--- config.mk ---
export PLATFORM = sky130hd
export DESIGN_NAME = gpio_port_ctrl
export DESIGN_NICKNAME = d
export VERILOG_FILES = /design/src/rtl/gpio_dir_pkg.sv /design/src/rtl/gpio_dir_bank.sv /design/src/rtl/gpio_out_latch.sv /design/src/rtl/gpio_pad_ctrl.sv /design/src/rtl/gpio_in_sync.sv /design/src/rtl/gpio_port_ctrl.sv
export SDC_FILE = /design/constraint.sdc
export NUM_CORES = 1
export LEC_CHECK = 0
export BUFFER_PORTS_ARGS = -buffer_cell sky130_fd_sc_hd__buf_2
export CAP_MARGIN = 20
export CORE_MARGIN = 2
export CORE_UTILIZATION = 46
export CTS_CLUSTER_SIZE = 24
export DETAILED_ROUTE_END_ITERATION = 16
export PLACE_DENSITY = 0.87
export SYNTH_ARGS = -nofsm -noshare
export SYNTH_HDL_FRONTEND = slang
export SYNTH_SLANG_ARGS = --single-unit
--- constraint.sdc ---
create_clock -name clk -period 2.56 [get_ports clk]
set_input_delay 0.512 -clock clk [delete_from_list [all_inputs] [get_ports clk]]
set_output_delay 0.512 -clock clk [all_outputs]
set_load 0.05 [all_outputs]
--- src/rtl/gpio_dir_pkg.sv ---
package gpio_dir_pkg;
  localparam int DEF_NPORTS = 5;
  localparam int DEF_PW     = 8;
  localparam int DEF_AW     = 8;
  localparam int DEF_BASE   = 5;

  // Default pull-up population: port B all, port C bits 4-5, port E bits 0-5
  localparam logic [DEF_NPORTS*DEF_PW-1:0] DEF_PU_MASK = 40'h3F_00_30_FF_00;

  typedef enum logic [1:0] {
    SYNC_S0 = 2'd0,
    SYNC_S1 = 2'd1,
    SYNC_OK = 2'd2
  } sync_age_e;
endpackage

--- src/rtl/gpio_dir_bank.sv ---
module gpio_dir_bank #(
  parameter int NPORTS = 5,
  parameter int PW     = 8,
  parameter int AW     = 8,
  parameter int BASE   = 5
) (
  input  logic                 clk,
  input  logic                 rst_n,
  input  logic                 we,
  input  logic                 re,
  input  logic [AW-1:0]        addr,
  input  logic [PW-1:0]        wdata,
  output logic [NPORTS*PW-1:0] dir_q,
  output logic [PW-1:0]        rdata,
  output logic                 rvalid
);
  logic [NPORTS-1:0] hit;
  logic [PW-1:0]     rd_sel;

  for (genvar p = 0; p < NPORTS; p++) begin : g_reg
    localparam logic [AW-1:0] PADDR = AW'(BASE + p);
    assign hit[p] = (addr == PADDR);

    always_ff @(posedge clk or negedge rst_n) begin
      if (!rst_n)
        dir_q[p*PW +: PW] <= '1;
      else if (we && hit[p])
        dir_q[p*PW +: PW] <= wdata;
    end
  end

  always_comb begin
    rd_sel = '0;
    for (int p = 0; p < NPORTS; p++)
      if (hit[p]) rd_sel = dir_q[p*PW +: PW];
  end

  always_ff @(posedge clk or negedge rst_n) begin
    if (!rst_n) begin
      rdata  <= '0;
      rvalid <= 1'b0;
    end else begin
      rvalid <= re;
      if (re) rdata <= rd_sel;
    end
  end
endmodule

--- src/rtl/gpio_out_latch.sv ---
module gpio_out_latch #(
  parameter int NPORTS = 5,
  parameter int PW     = 8,
  parameter int IW     = 3
) (
  input  logic                 clk,
  input  logic                 rst_n,
  input  logic                 we,
  input  logic [IW-1:0]        sel,
  input  logic [PW-1:0]        wdata,
  output logic [NPORTS*PW-1:0] lat_q
);
  for (genvar p = 0; p < NPORTS; p++) begin : g_lat
    localparam logic [IW-1:0] PIDX = IW'(p);
    always_ff @(posedge clk or negedge rst_n) begin
      if (!rst_n)
        lat_q[p*PW +: PW] <= '0;
      else if (we && sel == PIDX)
        lat_q[p*PW +: PW] <= wdata;
    end
  end
endmodule

--- src/rtl/gpio_pad_ctrl.sv ---
module gpio_pad_ctrl #(
  parameter int          PW   = 8,
  parameter logic [PW-1:0] MASK = '1
) (
  input  logic [PW-1:0] dir,
  input  logic [PW-1:0] lat,
  input  logic          pu_all_n,
  input  logic          pu_own_n,
  output logic [PW-1:0] oe,
  output logic [PW-1:0] dout,
  output logic [PW-1:0] pu
);
  logic pu_req;

  // Either active-low control at zero requests the pull-ups
  assign pu_req = ~(pu_all_n & pu_own_n);
  assign oe     = ~dir;
  assign dout   = lat;

  for (genvar b = 0; b < PW; b++) begin : g_pin
    if (MASK[b]) begin : g_has_pu
      assign pu[b] = pu_req & dir[b];
    end else begin : g_no_pu
      assign pu[b] = 1'b0;
    end
  end
endmodule

--- src/rtl/gpio_in_sync.sv ---
module gpio_in_sync #(
  parameter int W = 40
) (
  input  logic         clk,
  input  logic         rst_n,
  input  logic [W-1:0] d,
  output logic [W-1:0] q
);
  logic [W-1:0] stage1;

  always_ff @(posedge clk or negedge rst_n) begin
    if (!rst_n) begin
      stage1 <= '0;
      q      <= '0;
    end else begin
      stage1 <= d;
      q      <= stage1;
    end
  end
endmodule

--- src/rtl/gpio_port_ctrl.sv ---
module gpio_port_ctrl
  import gpio_dir_pkg::*;
#(
  parameter int NPORTS = DEF_NPORTS,
  parameter int PW     = DEF_PW,
  parameter int AW     = DEF_AW,
  parameter int BASE   = DEF_BASE,
  parameter logic [NPORTS*PW-1:0] PU_MASK = DEF_PU_MASK,
  localparam int IW = (NPORTS > 1) ? $clog2(NPORTS) : 1,
  localparam int NB = NPORTS * PW
) (
  input  logic              clk,
  input  logic              rst_n,
  input  logic [PW-1:0]     acc_in,
  input  logic              dir_we,
  input  logic              dir_re,
  input  logic [AW-1:0]     dir_addr,
  output logic [PW-1:0]     dir_rdata,
  output logic              dir_rvalid,
  input  logic              out_we,
  input  logic [IW-1:0]     out_port,
  input  logic              pu_all_n,
  input  logic [NPORTS-1:0] pu_port_n,
  input  logic [NB-1:0]     pad_in,
  output logic [NB-1:0]     pin_sync,
  output logic [NB-1:0]     pad_oe,
  output logic [NB-1:0]     pad_out,
  output logic [NB-1:0]     pad_pu
);
  logic [NB-1:0] dir_q;
  logic [NB-1:0] lat_q;

  gpio_dir_bank #(.NPORTS(NPORTS), .PW(PW), .AW(AW), .BASE(BASE)) u_dir (
    .clk   (clk),
    .rst_n (rst_n),
    .we    (dir_we),
    .re    (dir_re),
    .addr  (dir_addr),
    .wdata (acc_in),
    .dir_q (dir_q),
    .rdata (dir_rdata),
    .rvalid(dir_rvalid)
  );

  gpio_out_latch #(.NPORTS(NPORTS), .PW(PW), .IW(IW)) u_lat (
    .clk   (clk),
    .rst_n (rst_n),
    .we    (out_we),
    .sel   (out_port),
    .wdata (acc_in),
    .lat_q (lat_q)
  );

  for (genvar p = 0; p < NPORTS; p++) begin : g_port
    gpio_pad_ctrl #(.PW(PW), .MASK(PU_MASK[p*PW +: PW])) u_pad (
      .dir     (dir_q[p*PW +: PW]),
      .lat     (lat_q[p*PW +: PW]),
      .pu_all_n(pu_all_n),
      .pu_own_n(pu_port_n[p]),
      .oe      (pad_oe[p*PW +: PW]),
      .dout    (pad_out[p*PW +: PW]),
      .pu      (pad_pu[p*PW +: PW])
    );
  end

  gpio_in_sync #(.W(NB)) u_sync (
    .clk  (clk),
    .rst_n(rst_n),
    .d    (pad_in),
    .q    (pin_sync)
  );
endmodule

---- Yosys cells after proc, flatten, opt, wreduce, memory -nomap -nowiden ----
Cells that the tools add are included.
word-level totals
  flip-flop bits (word level) ............. 169
  bits of input ports ..................... 70
  output and inout port bits .............. 169
  word-level logic and storage cells ...... 66
cells by class
  eq/ne operators ......................... 9
  muxes and demuxes ....................... 5
  bitwise operators ....................... 27
  reductions and logical operators ........ 11
operators by type and width
  operator                                              count
  two-way mux 8 bit                                     5
  inverter 8 bit                                        5
  equality test 8 x 3 -> 1 bit (second input constant)  3
  AND 1 bit                                             19
  equality test 8 x 4 -> 1 bit (second input constant)  2
  logical AND 1 bit                                     10
  equality test 3 x 2 -> 1 bit (second input constant)  2
  equality test 3 x 1 -> 1 bit (second input constant)  1
  equality test 3 bit (second input constant)           1
  zero test 3 bit                                       1
  inverter 1 bit                                        3

---- Depth between registers and ports, before layout ----
Gate-level depths: netlist (run 1).
  word-level depth ........................ 6
  depth in mapped cells ................... 6
  mapped depth without buffers ............ 4

---- Hierarchy ----
From an unflattened synthesis (run 1), not the netlist that was laid out.
unflattened totals
  cells, all modules ...................... 443
  area, all modules ....................... 6508.7 um^2
by module, submodules not included
  module                                times used  cells an instance  area an instance (um^2)  sequential area each (um^2)
  gpio_dir_bank                         1           151                2208.4                   1276.2
  gpio_in_sync                          1           80                 2001.9                   2001.9
  gpio_out_latch                        1           88                 1529.0                   1001.0
  gpio_pad_ctrl at g_port[0].u_pad ...  3           25                 153.9                    0.0
  gpio_pad_ctrl at g_port[2].u_pad      1           25                 157.7                    0.0
  gpio_pad_ctrl at g_port[1].u_pad      1           24                 150.1                    0.0

---- Worst setup path before layout (run 1) ----
Ideal clock, no wire load.
  path type ............................... input-to-output
  start ................................... in pu_all_n
  end ..................................... out pad_pu[15]
  arrival ................................. 1.666 ns
  data required time ...................... 2.048 ns
  slack ................................... 0.382 ns
  stages .................................. 3
  path buffers ............................ 2
  cell sequence ........................... clkbuf_1 -> clkbuf_1 -> a21oi_1
on the way
  longest elaborated chain between the ends .. 3
ends and longest elaborated chain
  item             RTL line              source
  start, declared  gpio_port_ctrl.sv:22  input logic pu_all_n,
  AND 1 bit        gpio_pad_ctrl.sv:16   assign pu_req = ~(pu_all_n & pu_own_n);
  inverter 1 bit   gpio_pad_ctrl.sv:16
  AND 1 bit        gpio_pad_ctrl.sv:22   assign pu[b] = pu_req & dir[b];
  end, declared    gpio_port_ctrl.sv:28  output logic [NB-1:0] pad_pu
Every way passes these cells.

---- Final worst setup path (run 1) ----
  start ................................... in dir_addr[5]
  end ..................................... reg u_dir.dir_q[24]
on the way
  longest elaborated chain between the ends .. 2
ends and longest elaborated chain
  item                           RTL line              source
  start, declared                gpio_port_ctrl.sv:17  input logic [AW-1:0] dir_addr,
  equality test 8 x 4 -> 1 bit   gpio_dir_bank.sv:22   assign hit[p] = (addr == PADDR);
  logical AND 1 bit              gpio_dir_bank.sv:27   else if (we && hit[p])
  end signal, assigned by index  gpio_dir_bank.sv:28   dir_q[p*PW +: PW] <= wdata;
  end, declared                  gpio_dir_bank.sv:13   output logic [NPORTS*PW-1:0] dir_q,
Every way passes these cells.
A chain may end at the register's enable or synchronous reset.

==> flow_summary_export.csv, run 1 <==
group,metric,value,unit
clock_tree,cts_sinks,169,
global_routing,antenna_found_initial,0,
final_layout,finalNonFillerCells,849,
synth,synth_top_area_share,51.43,%
placed_design,dp_hpwl,11130,um
clock_tree,clk_pin_slew_worst_paths,60,ps
synth,synthCells,448,
synth,ys_warn_count,0,
routing,avgViaCountPerCell,4.971,
critical_path,crit_fanout,12,
synth,synthXorXnorAreaFrac,0,%
power,ir_drop,0.6943,mV
global_routing,grt_max_degree,65,
final_layout,insertedDiodeCount,0,
sta,tns,0,ps
global_routing,grt_pass1_wl,23980,um
synth,synth_commonest_cells,"129 x dfrtp_1, 80 x mux2_2, 41 x inv_1",
global_routing,grtUsageTotal,22.33,%
critical_path,cp-end-kind,"flop",
routing,num_vias,4220,
placed_design,place_congestion,0.8346,
power,power.density,897.3,nW/um^2
sta,worst_slew_pin_slew,701.8,ps
synth,synth.most_common_cell,"dfrtp_1",
synth,ys_ff_latch,169,
power,p_sw_share,33.74,%
floorplan,start_util,47.21,%
power,seqPwrFrac,42.5,%
synth,synth_top_family_by_area,"multiplexers",
global_routing,grt_overflow_total,0,
routing,drt_iter0_markers,174,
clock_tree,cts_inserted_buffers,17,
final_layout,fin_nets,731,
placed_design,dp.cells,818,
routing,routed_wl,15730,um
run,cap_violations,0,
routing,wl_per_cell,18.52,um
floorplan,ios,239,
sta,slew_headroom,53.04,%
clock_tree,cts-root-buf,"clkbuf_16",
clock_tree,clock_path_buffers,2,
synth,synth_ff_type,"dfrtp_1",
routing,drc,0,
synth,syn_avg_cell_area,14.01,um^2
clock_tree,insertion_delay,430,ps
sta,finalHoldViolCount,0,
routing,antenna_left,0,
critical_path,crit_required,2900,ps
synth,synth-edff-count,0,
clock_tree,cts_hold_buf,0,
synth,synthArstFlopShare,100.0,%
synth,synth_area_leaders,"dfrtp_1 51%, dfstp_2 17%, mux2_2 14%",
sta,fmaxAchievable,509.0,MHz
critical_path,crit_chain,"buf_2 > or4_4 > or4_1 > mux2_2",
status,status,"finished, final reports clean",
clock_tree,cts_tree,"done",
floorplan,die_x,120.8,um
final_layout,drive_gt1_share,55.72,%
synth,synth_area_leader_cell,"dfrtp_1",
critical_path,critPathSlowestCell,"or4_1",
sta,period_share,76.74,%
synth,yosys.area_share.adder,0,%
worst_hold_path,min_path_type,"in2async",
sta,finalSetupViolations,0,
power,p_leak,3.849,nW
floorplan,core_area,13300,um^2
clock_tree,cts_repair_resize_count,0,
synth,yosys.area_share.simple,4.963,%
clock_tree,cts_setup_buffers,0,
power,power.share.clock,35.9,%
placed_design,dp_slack,161.7,ps
global_routing,grt_pass1_vias,4495,
floorplan,rows,42,
synth,synth_area,6277,um^2
floorplan,die_y,120.8,um
power,switching_power,2.434,mW
critical_path,max_stage_delay,710,ps
placed_design,portBuffers,212,
power,p_int,4.781,mW
synth,synthMuxAreaShare,14.35,%
critical_path,crit_path_start_kind,"input port",
clock_tree,htreeDepth,4,
routing,firstDrtPassIters,4,
synth,synth-compound-area-share,5.581,%
critical_path,crit_arrival,2310,ps
synth,synth_cell_type_count,31,
power,combPwrFrac,21.6,%
sta,finalClockSkew,8.166,ps
critical_path,crit_type,"in2reg",
sta,fin_crit,1965,ps
synth,yosysSeqAreaShare,68.17,%
sta,setup_ws,595.4,ps
sta,rsz0062_at_grt,"false",
floorplan,die_area,14600,um^2
final_layout,syn2layout_area_growth,28.10,%
sta,slew_viol_final,0,
[final cells by class]
type / instances / area (um^2)
Tap cell: 176 / 220.2
Fill cell: 994 / 5254
Clock buffer: 18 / 439.2
Sequential cell: 169 / 4279
Timing Repair Buffer: 218 / 1137
Inverter: 41 / 153.9
Clock inverter: 13 / 158.9
Multi-Input combinational cell: 214 / 1653
[sequential cells by signal, indices dropped and copies added (netlist names)]
name,cells
u_dir.rdata,8
u_lat.lat_q,40
u_sync.q,40
u_dir.dir_q,40
u_sync.stage1,40
u_dir.rvalid,1
[critical path, delay by kind of cell]
family / cells / cell delay [ps]
buffers and inverters: 1 / 100
multiplexers: 1 / 350
AND/OR/NAND/NOR: 2 / 1340
[worst paths after layout]
kind | start | to | slack [ps] | depth (start not counted)
worst min-delay path | rst_n | u_dir.rdata[5] | 70 | 1
worst max-delay path | dir_addr[5] | u_dir.dir_q[24] | 600 | 4
worst max register to register | u_dir.dir_q[2] | u_dir.rdata[2] | 1180 | 4
max in group asynchronous | rst_n | u_dir.dir_q[7] | 1700 | 2
worst min register to register | u_sync.stage1[22] | u_sync.q[22] | 350 | 0
min in group clk | pad_in[1] | u_sync.stage1[1] | 180 | 1
[power by group through the flow]
stage	clock network, mW	registers (mW)	logic, mW
floorplan	0	3.73	0.503
global placement	0	3.08	1.54
detailed placement	0	3.11	1.57
CTS	2.64	3.07	1.57
global route	2.75	3.09	1.63
finish	2.59	3.06	1.56
[cells by family (layout without fill, tap and decap cells)]
logic type,count (synthesis),count (layout)
flip-flops,169,169
buffers and inverters,88,290
multiplexers,80,80
AO/OA/AOI/OAI,56,56
AND/OR/NAND/NOR,54,54
other,1,24
[through the flow]
stage	total power [mW]	hold slack, ps	instance area [um^2]	util [%]
floorplan	4.237	216.4	6364	-
detailed placement	4.675	334.7	7443	55.99
global placement	4.626	331.4	7443	55.99
finish	7.215	67.21	8041	60.48
CTS	7.280	91.42	8041	60.48
global route	7.473	118.7	8041	60.48
[cell usage in the layout (no fill, tap or decap), types with 2 or more instances in the layout]
cell type | Yosys | routed
inv_1 | 41 | 41
inv_6 | 0 | 4
conb_1 | 1 | 24
a21oi_1 | 24 | 24
nand2_1 | 11 | 11
nand3b_4 | 2 | 2
dfrtp_1 | 129 | 129
buf_2 | 3 | 211
a211oi_1 | 8 | 8
buf_4 | 24 | 4
dfstp_2 | 40 | 40
clkinv_4 | 0 | 3
inv_8 | 0 | 2
mux2_2 | 80 | 80
nand3_1 | 2 | 2
a2bb2oi_1 | 8 | 8
buf_12 | 0 | 2
nor3b_2 | 2 | 2
bufinv_16 | 0 | 2
nor2_1 | 26 | 26
o21ai_0 | 8 | 8
o31ai_1 | 8 | 8
clkbuf_16 | 0 | 17
clkinvlp_4 | 0 | 2
[layer usage]
metal | GRT usage [%] | vias to the layer above | share of wire [%]
met3 | 9.198 | 28 | 9.9
met4 | 7.776 | 0 | 2.1
met5 | 0 | - | 0
li1 | - | 1869 | -
met1 | 24.48 | 2088 | 36
met2 | 38.98 | 235 | 52
Note: power is estimated with default switching activity, not from simulation.
==> run 2, diff against run 1 <==
==> constraint.sdc (replaced) <==
create_clock -name clk -period 2 [get_ports clk]
set_input_delay 0.4 -clock clk [delete_from_list [all_inputs] [get_ports clk]]
set_output_delay 0.4 -clock clk [all_outputs]
set_load 0.05 [all_outputs]
==> flow_summary_export.csv, run 2 (synthesis gave the netlist of run 1 again) <==
group,metric,value,unit
global_routing,grt_pass1_vias,4454,
critical_path,crit_path_start_kind,"flop",
clock_tree,cts_hold_buf,1,
floorplan,start_util,47.21,%
sta,hold_ws,76.46,ps
final_layout,fin_nets,744,
power,power.density,1115,nW/um^2
routing,num_vias,4264,
status,status,"finished, final reports clean",
sta,fmaxAchievable,548.1,MHz
floorplan,rows,42,
sta,rsz0062_at_grt,"false",
sta,slew_viol_final,0,
worst_hold_path,min_path_type,"in2reg",
critical_path,crit_required,1600,ps
global_routing,grt_max_degree,55,
sta,finalHoldViolCount,0,
global_routing,grt_pass1_wl,23980,um
floorplan,die_area,14600,um^2
clock_tree,insertion_delay,420,ps
critical_path,crit_chain,"inv_1 > a21oi_1 > buf_2",
final_layout,fin_area,8107,um^2
floorplan,die_y,120.8,um
critical_path,crit_fanout,3,
routing,routed_wl,15650,um
placed_design,place_area,7533,um^2
routing,antenna_left,0,
floorplan,core_area,13300,um^2
sta,period_share,91.23,%
clock_tree,clk_pin_slew_worst_paths,70,ps
clock_tree,cts_setup_buffers,0,
final_layout,fillCellCount,988,
clock_tree,clock_path_buffers,2,
final_layout,final_cell_mix,"211 x buf_2, 129 x dfrtp_1, 80 x mux2_2, 41 x inv_1, 40 x dfstp_2",
sta,fin_crit,1825,ps
routing,avgViaCountPerCell,4.947,
routing,wl_per_cell,18.16,um
clock_tree,htreeDepth,4,
critical_path,critPathSlowestCell,"dfstp_2",
critical_path,crit_arrival,1420,ps
final_layout,multiInputGateArea,1653,um^2
final_layout,syn2layout_area_growth,29.14,%
placed_design,place_congestion,0.8482,
clock_tree,cts_inserted_buffers,17,
final_layout,drive_gt1_share,56.12,%
sta,finalClockSkew,5.211,ps
routing,drt_iter0_markers,235,
global_routing,antenna_found_initial,0,
final_layout,insertedDiodeCount,0,
clock_tree,cts_tree,"done",
routing,firstDrtPassIters,4,
clock_tree,cts_sinks,169,
placed_design,portBuffers,212,
clock_tree,cts-root-buf,"clkbuf_16",
power,ir_drop,0.8850,mV
final_layout,fin_util,60.97,%
final_layout,layout_commonest_cell,"buf_2",
floorplan,ios,239,
placed_design,dp_hpwl,11100,um
final_layout,seq_area,4279,um^2
critical_path,max_stage_delay,550,ps
critical_path,cp-end-kind,"output pin",
run,cap_violations,0,
power,p_leak,3.895,nW
clock_tree,cts_repair_resize_count,0,
global_routing,grt_overflow_total,0,
floorplan,die_x,120.8,um
critical_path,crit_type,"reg2out",
global_routing,grtUsageTotal,22.23,%
routing,drc,0,
sta,finalSetupViolations,0,
==> run 2: changes by cell type in the layout (fill, tap and decap cells not counted) <==
cell,previous run,this run
buf_4,4,16
bufinv_16,2,1
clkbuf_1,0,1
clkinv_1,0,1
clkinv_2,0,1
clkinv_4,3,4
dlygate4sd3_1,0,1
inv_6,4,1
==> run 2: layout make-up <==
| class | instances | share of cell area (%) |
|---|---|---|
| clock buffers | 19 | 5.464 |
| clock inverters | 12 | 1.482 |
| inverters | 41 | 1.898 |
| multi-input cells | 214 | 20.39 |
| flip-flops and latches | 169 | 52.79 |
| well taps | 176 | 2.716 |
| repair buffers | 231 | 15.26 |
==> run 2: routing by layer <==
layer	up-vias	GRT usage, %	wire, um	share of wire, %
met5	-	0	0	0
met4	0	9.593	453	2.9
met3	31	8.255	1303	8.3
met2	216	37.75	7988	51
met1	2121	25.12	5907	38
li1	1896	-	-	-
==> run 2: worst paths after layout <==
path	startpoint	end	slack, ps	cells after the start
setup / recovery	u_dir.dir_q[36]	pad_pu[36]	180	3
hold / removal	pad_in[29]	u_sync.stage1[29]	80	1
setup reg to reg	u_dir.dir_q[2]	u_dir.rdata[2]	600	4
hold reg to reg	u_sync.stage1[10]	u_sync.q[10]	350	0
max in group asynchronous	rst_n	u_dir.dir_q[23]	850	3
min in group asynchronous	rst_n	u_dir.rdata[3]	470	2
==> run 2: power by group <==
group          leakage, nW  switching, mW  internal (mW)  total (mW)
logic                 1.69           1.55          0.465        2.01
clock network        0.271           1.34           1.76        3.10
registers             1.94          0.161           3.76        3.92
==> run 2: worst max-delay path, delay by kind of cell (launching register included) <==
kind | cells | cell delay, ps
AOI/OAI and AO/OA | 1 | 120
buffers and inverters | 2 | 340
DFF | 1 | 550
==> run 2: metrics by stage <==
stage | setup WS [ps] | cells | setup TNS, ps | power [mW]
2_1_floorplan | 40.87 | 471 | 0 | 5.423
3_3_place_gp | -84.89 | 830 | -1114 | 5.933
3_5_place_dp | -112.3 | 830 | -1920 | 5.994
4_1_cts | 157.1 | 862 | 0 | 9.124
5_1_grt | 90.66 | 862 | 0 | 9.377
6_report | 175.4 | 862 | 0 | 9.041
